`config.mk`:
```
export PLATFORM = sky130hd
export DESIGN_NAME = xs1_csel_add
export DESIGN_NICKNAME = d
export VERILOG_FILES = /design/src/rtl/xs1_add_pkg.sv /design/src/rtl/xs1_rca.sv /design/src/rtl/xs1_inc_conv.sv /design/src/rtl/xs1_csel_group.sv /design/src/rtl/xs1_csel_add.sv
export SDC_FILE = /design/constraint.sdc
export NUM_CORES = 1
export LEC_CHECK = 0
export ABC_AREA = 0
export BUFFER_PORTS_ARGS = -buffer_cell sky130_fd_sc_hd__buf_2
export CORE_MARGIN = 3
export CORE_UTILIZATION = 48
export DETAILED_ROUTE_END_ITERATION = 10
export PLACE_DENSITY = 0.91
export RECOVER_POWER = 100
export SKIP_LAST_GASP = 1
export SYNTH_ARGS = -nofsm -noshare
export SYNTH_HDL_FRONTEND = slang
export SYNTH_SLANG_ARGS = --single-unit
```
`constraint.sdc`:
```
create_clock -name vclk -period 3.9
set_clock_uncertainty 0.15 [all_clocks]
set_input_delay 0.195 -clock vclk [all_inputs]
set_output_delay 0.195 -clock vclk [all_outputs]
set_load 0.01 [all_outputs]
```
`src/rtl/xs1_add_pkg.sv`:
```
package xs1_add_pkg;

    localparam int NGRP = 5;

    // width of group g, least significant first
    function automatic int grp_width(input int g);
        case (g)
            0:       return 2;
            1:       return 2;
            2:       return 3;
            3:       return 4;
            default: return 5;
        endcase
    endfunction

    // lowest bit index of group g
    function automatic int grp_lsb(input int g);
        int acc;
        acc = 0;
        for (int k = 0; k < g; k++) acc += grp_width(k);
        return acc;
    endfunction

    localparam int DATA_W = grp_lsb(NGRP);

endpackage

```
`src/rtl/xs1_rca.sv`:
```
module xs1_rca #(
    parameter int W = 4
) (
    input  logic [W-1:0] a,
    input  logic [W-1:0] b,
    input  logic         ci,
    output logic [W-1:0] s,
    output logic         co
);
    logic [W:0]   carry_d;
    logic [W-1:0] s_d;

    always_comb begin
        carry_d[0] = ci;
        for (int i = 0; i < W; i++) begin
            s_d[i]       = a[i] ^ b[i] ^ carry_d[i];
            carry_d[i+1] = (a[i] & b[i]) | (carry_d[i] & (a[i] ^ b[i]));
        end
        // chained full adders agree with arithmetic addition
        p_ripple_sum_r3: assert ({carry_d[W], s_d} ==
                                 ({1'b0, a} + {1'b0, b} + {{W{1'b0}}, ci}))
            else $error("ripple chain disagrees with a+b+ci");
    end

    assign s  = s_d;
    assign co = carry_d[W];
endmodule

```
`src/rtl/xs1_inc_conv.sv`:
```
module xs1_inc_conv #(
    parameter int W = 4
) (
    input  logic [W-1:0] x,
    output logic [W-1:0] y
);
    logic [W-1:0] y_d;
    logic         all1_d;

    always_comb begin
        all1_d = 1'b1;
        for (int i = 0; i < W; i++) begin
            y_d[i] = x[i] ^ all1_d;
            all1_d = all1_d & x[i];
        end
        // toggle network equals increment by one (modulo 2^W)
        p_conv_inc_r4: assert (y_d == x + {{(W-1){1'b0}}, 1'b1})
            else $error("converter output is not input plus one");
        // bit 0 always flips
        p_conv_lsb_r4: assert (y_d[0] != x[0])
            else $error("converter lsb did not flip");
    end

    assign y = y_d;
endmodule

```
`src/rtl/xs1_csel_group.sv`:
```
module xs1_csel_group #(
    parameter int W      = 4,
    parameter bit IS_LOW = 1'b0
) (
    input  logic [W-1:0] a,
    input  logic [W-1:0] b,
    input  logic         ci,
    output logic [W-1:0] s,
    output logic         co
);
    generate
        if (IS_LOW) begin : g_low
            xs1_rca #(.W(W)) u_rca (
                .a (a), .b (b), .ci (ci), .s (s), .co (co)
            );
        end else begin : g_sel
            logic [W-1:0] s0_d;
            logic         c0_d;
            logic [W:0]   zc_d;
            logic [W:0]   oc_d;

            xs1_rca #(.W(W)) u_rca (
                .a (a), .b (b), .ci (1'b0), .s (s0_d), .co (c0_d)
            );

            assign zc_d = {c0_d, s0_d};

            xs1_inc_conv #(.W(W+1)) u_conv (
                .x (zc_d), .y (oc_d)
            );

            always_comb begin
                // a sum of two W-bit values never fills W+1 ones,
                // so the converter never wraps inside a group
                p_zc_headroom_r4: assert (zc_d != {(W+1){1'b1}})
                    else $error("zero-carry result is all ones");
            end

            // carry from the group below steers the select
            assign {co, s} = ci ? oc_d : zc_d;
        end
    endgenerate
endmodule

```
`src/rtl/xs1_csel_add.sv`:
```
module xs1_csel_add
    import xs1_add_pkg::*;
(
    input  logic [DATA_W-1:0] a,
    input  logic [DATA_W-1:0] b,
    input  logic              ci,
    output logic [DATA_W-1:0] sum,
    output logic              co
);
    logic [NGRP:0] gc_d;

    assign gc_d[0] = ci;

    generate
        for (genvar g = 0; g < NGRP; g++) begin : g_grp
            localparam int LSB = grp_lsb(g);
            localparam int GW  = grp_width(g);
            xs1_csel_group #(.W(GW), .IS_LOW(g == 0)) u_grp (
                .a  (a[LSB +: GW]),
                .b  (b[LSB +: GW]),
                .ci (gc_d[g]),
                .s  (sum[LSB +: GW]),
                .co (gc_d[g+1])
            );
        end
    endgenerate

    // carry-out comes from the top group
    assign co = gc_d[NGRP];
endmodule

```
# After elaboration in Yosys (flattened, before gate mapping)
# Index checks and enable logic that the tools add are counted.
totals:
  in_bits: 33
  wordCells: 100
  reg_bits: 0
classes:
  bitwise: 96
  n_mux: 4
op_table:
  columns: ["cell", "count"]
  rows:
  - ["$xor A1 B1 Y1", 42]
  - ["$and A1 B1 Y1", 38]
  - ["$or A1 B1 Y1", 12]
  - ["$mux W6", 1]
  - ["$mux W5", 1]
  - ["$mux W4", 1]
  - ["$not A1 Y1", 4]
  - ["$mux W3", 1]

# Longest topological paths before layout
# Gate-level depths: netlist of the first run.
depth:
  depth_word: 11
  mapped_depth: 14

# By module
# Synthesis of the first run repeated with hierarchy kept, for this count alone.
unflattened:
  cells_unflattened: 103
  hier_area_um2: 919.6
by_module_without_submodules:
  columns: ["mod", "seq_area_each_um2", "area_each_um2", "cells_per_inst", "instances"]
  rows:
  - ["xs1_rca at g_grp[0].u_grp.g_low.u_rca ...", 0.0, 70.1, 10, 2]
  - ["xs1_rca at g_grp[4].u_grp.g_sel.u_rca", 0.0, 137.6, 15, 1]
  - ["xs1_rca at g_grp[3].u_grp.g_sel.u_rca", 0.0, 117.6, 14, 1]
  - ["xs1_csel_group at g_grp[4].u_grp", 0.0, 105.1, 8, 1]
  - ["xs1_rca at g_grp[2].u_grp.g_sel.u_rca", 0.0, 97.6, 13, 1]
  - ["xs1_inc_conv at g_grp[4].u_grp.g_sel.u_conv", 0.0, 62.6, 6, 1]
  - ["xs1_csel_group at g_grp[3].u_grp", 0.0, 60.1, 6, 1]
  - ["xs1_inc_conv at g_grp[3].u_grp.g_sel.u_conv", 0.0, 50.0, 5, 1]
  - ["xs1_csel_group at g_grp[2].u_grp", 0.0, 48.8, 5, 1]
  - ["xs1_csel_group at g_grp[1].u_grp", 0.0, 37.5, 4, 1]
  - ["xs1_inc_conv at g_grp[2].u_grp.g_sel.u_conv", 0.0, 37.5, 4, 1]
  - ["xs1_inc_conv at g_grp[1].u_grp.g_sel.u_conv", 0.0, 25.0, 3, 1]

# Worst setup path after synthesis of the first run
# Ideal clock, no wire load.
synth_timing:
  kind: "in2out"
  start: "input a[11]"
  end: "output co"
  path_stages: 14
  slack_ps: 519
  required_ps: 3555
  t_arrival_ps: 3036
  path_cell_list: "ha_1 inv_1 fa_1 fa_1 inv_1 fa_1 inv_1 fa_1 inv_1 ha_1 or3b_2 a21oi_1 nor3_1 a311oi_1"
synth_between:
  elab_chain_len: 11
synth_lines:
  columns: ["element", "line", "source"]
  rows:
  - ["from (decl)", "xs1_csel_add.sv:4", "input logic [DATA_W-1:0] a,"]
  - ["$and A1 B1 Y1 (2 in a row)", "xs1_rca.sv:17", "carry_d[i+1] = (a[i] & b[i]) | (carry_d[i] & (a[i] ^ b[i]));"]
  - ["$or A1 B1 Y1", "xs1_rca.sv:17", null]
  - ["$and A1 B1 Y1", "xs1_rca.sv:17", null]
  - ["$or A1 B1 Y1", "xs1_rca.sv:17", null]
  - ["$and A1 B1 Y1", "xs1_rca.sv:17", null]
  - ["$or A1 B1 Y1", "xs1_rca.sv:17", null]
  - ["$and A1 B1 Y1 / $xor A1 B1 Y1 (equally long branches)", "xs1_rca.sv:17, xs1_rca.sv:16", null]
  - ["$or A1 B1 Y1 / $and A1 B1 Y1 (equally long branches)", "xs1_rca.sv:17, xs1_inc_conv.sv:14", null]
  - ["$xor A1 B1 Y1", "xs1_inc_conv.sv:13", "y_d[i] = x[i] ^ all1_d;"]
  - ["$mux W6 (*)", "xs1_csel_group.sv:40", "assign {co, s} = ci ? oc_d : zc_d;"]
  - ["to (decl)", "xs1_csel_add.sv:8", "output logic co"]
# Every way passes the cells marked *; elsewhere a longest branch is shown, timed or not.

# Worst setup path in the final report of the first run
layout_timing:
  start: "input a[7]"
  end: "output sum[12]"
layout_between:
  elab_chain_len: 10
layout_lines:
  columns: ["element", "line", "source"]
  rows:
  - ["$and A1 B1 Y1 (2 in a row)", "xs1_rca.sv:17", null]
  - ["$or A1 B1 Y1", "xs1_rca.sv:17", null]
  - ["$and A1 B1 Y1", "xs1_rca.sv:17", null]
  - ["$or A1 B1 Y1", "xs1_rca.sv:17", null]
  - ["$and A1 B1 Y1 / $xor A1 B1 Y1 (equally long branches)", "xs1_rca.sv:17, xs1_rca.sv:16", null]
  - ["$or A1 B1 Y1 / $and A1 B1 Y1 (equally long branches)", "xs1_rca.sv:17, xs1_inc_conv.sv:14", null]
  - ["$xor A1 B1 Y1", "xs1_inc_conv.sv:13", null]
  - ["$mux W5 (*)", "xs1_csel_group.sv:40", null]
  - ["$mux W6 (*)", "xs1_csel_group.sv:40", null]
  - ["to (decl)", "xs1_csel_add.sv:7", "output logic [DATA_W-1:0] sum,"]
# Marked as above.

==> flow_metrics.tcl, run 1 <==
set metrics [dict create \
    status "finished clean" \
    wirelength_mm 1.831 \
    start_kind "input pin" \
    die_w_um 49.26 \
    fmax_ghz 0.2716 \
    register_area_um2 0 \
    post_cts_buffers 0 \
    first_global_vias 801 \
    power_density_nw_per_um2 193.9 \
    portBuffers 50 \
    p_sw_uw 116.9 \
    synth_top_cell_by_area "fa_1" \
    cts_hold_buf 0 \
    timing.setup.tns_ns 0 \
    route.vias.total 792 \
    initial_utilization 0.5147 \
    combPwrFrac 1.000 \
    crit_buf_inv 4 \
    seq_cells 0 \
    globalRouteMet2Util 0.3393 \
    avgSynthCellArea_um2 9.167 \
    antenna_found_initial 0 \
    met1_usage 0.1746 \
    worst-setup-path-type "in -> out" \
    syn_inst 98 \
    ir_drop_mv 0.1065 \
    wl_per_cell_um 10.65 \
    grt_usage 0.1608 \
    slew_violations 0 \
    min_to "sum[0]" \
    cp-end-kind "output port" \
    setup_violations 0 \
    fillers 173 \
    min_path_cells 3 \
    path_cells "buf_2 -> ha_1 -> inv_1 -> fa_1 -> fa_1 -> fa_1 -> inv_1 -> ha_1 -> nand2b_1 -> mux2i_1 -> xor2_4 -> mux2_1 -> buf_2" \
    ys_warn_count 0 \
    synth_nets 157 \
    cpPeakStageDelay_ns 0.47 \
    die_area_um2 2427 \
    critPathMaxFanout 5 \
    gr-max-usage-layer "met2" \
    fin_nets 208 \
    p_seq_frac 0 \
    critPathArrivalTime_ns 3.34 \
    final_util 0.6516 \
    synth.distinct_cells 27 \
    synth_area_um2 898.4 \
    drt.antenna.violating_nets 0 \
    rows 15 \
    grt_pass1_wl_mm 3.284 \
    drive_above_1_share 0.3333 \
    fin_crit_ns 3.682 \
    drt_iter0_markers 0 \
    swShare 0.5301 \
    ys_seq_area_frac 0 \
    vias_per_cell 4.605 \
    num_io_pins 50 \
    grt_overflow 0 \
    required_ns 3.56 \
    hold_viol 0 \
    synth.area.top_cells "fa_1, ha_1, inv_1" \
    n_antenna_cell 0 \
    max_slew_margin 0.6147 \
    place.gp.congestion 0.6651 \
    use_met3 0.01223 \
    worst_slew_pin_slew_ns 0.5618 \
    hold_class "in -> out" \
    die_h_um 49.26 \
    p_clk_frac 0 \
    hp-start "ci" \
    multiInputGateArea_um2 750.7 \
    first_pass_iters 1 \
    dp_hpwl_mm 1.720 \
    internal_power_uw 103.6 \
    grt_max_degree 9 \
    drc 0 \
    ctsResizeCount 0 \
    clock_buffers 0 \
    leakage_nw 0.6346 \
    min_period_over_period 0.9442 \
    maxCapViolations 0 \
    yosys.area.top_type_share 0.2674 \
    core_um2 1745 \
    slowest_stage "mux2i_1" \
    crit_top_cell "fa_1" \
    area_growth_pct 26.60 \
    rsz0062_at_grt "false" \
    cp_top_family "adder cells" \
]
-- per-layer routing --
layer	wire (um)	vias up	share of wire
met1	650	367	0.35
met5	0	-	0
met2	1086	23	0.59
met4	0	0	0
met3	94	0	0.051
li1	-	402	-
-- cells in the final DEF, fill, tap and decap left out, types with 2 or more instances in the layout --
cell type | Yosys | final
clkbuf_1 | 0 | 9
o21ai_0 | 3 | 3
ha_1 | 14 | 14
inv_1 | 31 | 31
xor2_1 | 2 | 2
mux2_1 | 0 | 3
mux2_2 | 3 | 3
xnor2_1 | 4 | 4
nor2b_1 | 1 | 2
nand2_1 | 7 | 7
fa_1 | 12 | 12
buf_2 | 0 | 41
-- cells by family (layout without fill, tap and decap cells) --
logic type	after synthesis	after routing	synth area share
buf+inv	32	81	0.1351
fa+ha+maj	26	26	0.4624
simple gates	18	18	0.1254
mux	8	8	0.1295
compound gates	7	7	0.05850
xor+xnor	7	7	0.08914
-- cells in the mapped netlist, types with 2 or more instances --
master and instances:
inv_1 31, nand2_1 7, xor2_1 2, o21ai_0 3, xnor2_1 4, fa_1 12
mux2_4 4, mux2_2 3, ha_1 14
-- final cells by class --
cell class                 instances  area share
inverter                          31      0.1023
multi-input combinational         66      0.6601
tap                               25     0.02750
timing repair buffer              50      0.2101
-- worst min-delay path: stages --
cell and delay (ns):
buf_2 0.08, fa_1 0.15, clkbuf_1 0.15
-- worst max path at each step --
stage | startpoint | end | slack (ns) | cells after the start
final | a[7] | sum[12] | 0.22 | 13
after global routing | b[11] | co | 0.01 | 16
after CTS | b[11] | co | 0.22 | 16
after detailed placement | b[11] | co | 0.23 | 16
after global placement | a[11] | co | 0.38 | 16
after floorplan | a[11] | co | 0.52 | 14
-- stage by stage --
stage                     cells  setup WS [ns]  hold slack, ns  power, mW  instance area [um^2]
after CTS                   172         0.2184          0.5962     0.2409                  1175
final                       172         0.2176          0.6205     0.2206                  1137
after global placement      172         0.3781          0.5865     0.2262                  1175
after global routing        172        0.01254          0.6482     0.2500                  1137
after detailed placement    172         0.2262          0.5935     0.2398                  1175
after floorplan              98         0.5191          0.4258     0.1576                 898.4
-- power groups by stage --
stage	clock network [mW]	registers (mW)	logic [mW]
after global routing	0	0	0.250
after global placement	0	0	0.226
after floorplan	0	0	0.158
after CTS	0	0	0.241
after detailed placement	0	0	0.240
final	0	0	0.221
Note: power is estimated with default switching activity, not from simulation.
==> inputs of run 2 (changes only) <==
--- a/config.mk
+++ b/config.mk
@@ -7,8 +7,10 @@
 export LEC_CHECK = 0
 export ABC_AREA = 0
 export BUFFER_PORTS_ARGS = -buffer_cell sky130_fd_sc_hd__buf_2
+export CELL_PAD_IN_SITES_DETAIL_PLACEMENT = 0
+export CELL_PAD_IN_SITES_GLOBAL_PLACEMENT = 1
 export CORE_MARGIN = 3
-export CORE_UTILIZATION = 48
+export CORE_UTILIZATION = 34
 export DETAILED_ROUTE_END_ITERATION = 10
 export PLACE_DENSITY = 0.91
 export RECOVER_POWER = 100
==> run 2 against run 1 <==
Hold slack barely moved. Via count grew 1.0%. Maximum frequency rose by 0.10%. Flip-flop and latch count stayed put. Combinational power barely moved. Sequential share of layout area is the same. Global-route usage decreased by 4.5 points. First-iteration DRC count up 3. Power grew 0.57%. Die area grew 36%. Critical endpoint is now co. Largest power group unchanged. Highest routed layer unchanged.
==> flow_metrics.tcl, run 2 (same netlist as run 1, synthesis figures left out) <==
set metrics [dict create \
    status "finished clean" \
    place.gp.congestion 0.7306 \
    ctsResizeCount 0 \
    wirelength_mm 1.894 \
    grt_usage 0.1162 \
    first_pass_iters 3 \
    grt_overflow 0 \
    pre_cts_slack_ns 0.1728 \
    die_area_um2 3295 \
    leakage_nw 0.6336 \
    wl_per_cell_um 10.70 \
    max_slew_margin 0.6369 \
    layout_commonest_cell "buf_2" \
    core_um2 2500 \
    grt_pass1_wl_mm 3.263 \
    clock_buffers 0 \
    die_h_um 57.40 \
    register_area_um2 0 \
    area_growth_pct 26.60 \
    setup_violations 0 \
    hold_slack_ns 0.6204 \
    dp_cells 177 \
    drt.antenna.violating_nets 0 \
    required_ns 3.56 \
    hold_viol 0 \
    timing.setup.tns_ns 0 \
    post_cts_buffers 0 \
    setup_slack_ns 0.2213 \
    postLayoutCellArea_um2 1137 \
    grt_max_degree 9 \
    initial_utilization 0.3594 \
    worst-setup-path-type "in -> out" \
    die_w_um 57.40 \
    rsz0062_at_grt "false" \
    cp-end-kind "output port" \
    first_global_vias 839 \
    dp_hpwl_mm 1.801 \
    critPathMaxFanout 7 \
    power_density_nw_per_um2 195.0 \
    multiInputGateArea_um2 744.5 \
    cts_hold_buf 0 \
    dpl_cell_area_um2 1181 \
    fin_nets 208 \
    cpPeakStageDelay_ns 0.46 \
    min_period_over_period 0.9432 \
    power.total_uw 221.8 \
    fin_crit_ns 3.679 \
    hold_class "in -> out" \
    slew_violations 0 \
    final_util 0.4550 \
    seq_cells 0 \
    maxCapViolations 0 \
    slowest_stage "or3b_2" \
    rows 18 \
    route.vias.total 800 \
    worst_slew_pin_slew_ns 0.5428 \
    mostFrequentLayoutCells "buf_2, inv_1, ha_1" \
    drt_iter0_markers 3 \
    start_kind "input pin" \
    n_antenna_cell 0 \
    fmax_ghz 0.2718 \
    ir_drop_mv 0.09072 \
    cp_top_family "adder cells" \
    crit_buf_inv 6 \
    num_io_pins 50 \
    drc 0 \
    vias_per_cell 4.520 \
    finalNonFillerCells 177 \
    fillers 274 \
    drive_above_1_share 0.3469 \
    portBuffers 50 \
    path_cells "buf_2 -> ha_1 -> inv_1 -> fa_1 -> fa_1 -> inv_1 -> fa_1 -> inv_1 -> fa_1 -> inv_1 -> ha_1 -> or3b_2 -> a21oi_1 -> nor3_1 -> a311oi_1 -> buf_2" \
    critPathArrivalTime_ns 3.33 \
    antenna_found_initial 0 \
]
[run 2: cell count changes in the layout (fill, tap and decap cells not counted)]
cell / before / now
mux2_1: 3 / 1
mux2_2: 3 / 5
mux2i_1: 1 / 0
mux2i_4: 0 / 1
xor2_1: 2 / 3
xor2_4: 1 / 0
[run 2: worst paths after layout]
path                  startpoint     end  slack (ns)  cells past startpoint
worst max-delay path       a[11]      co        0.22                     16
worst min-delay path          ci  sum[0]        0.62                      3
[run 2: tightest hold or removal path, stage by stage]
cell and delay [ns]:
buf_2 0.09, fa_1 0.15, clkbuf_1 0.15
[run 2: layout make-up]
cell class / count / area share
Inverter: 31 / 0.1023
Tap cell: 30 / 0.03300
Timing Repair Buffer: 50 / 0.2101
Multi-Input combinational cell: 66 / 0.6546
[run 2: per-layer routing]
metal / up-vias / part of all wire / track usage / routed length, um
met5: - / 0 / 0 / 0
met3: 0 / 0.077 / 0.01131 / 146
met2: 27 / 0.60 / 0.2565 / 1139
li1: 402 / - / - / -
met1: 371 / 0.32 / 0.1188 / 609
met4: 0 / 0 / 0 / 0
[run 2: power by group]
group / switching [mW] / internal (mW) / leakage (nW) / total (mW)
logic: 0.117 / 0.105 / 0.634 / 0.222
registers: 0 / 0 / 0 / 0
clock network: 0 / 0 / 0 / 0
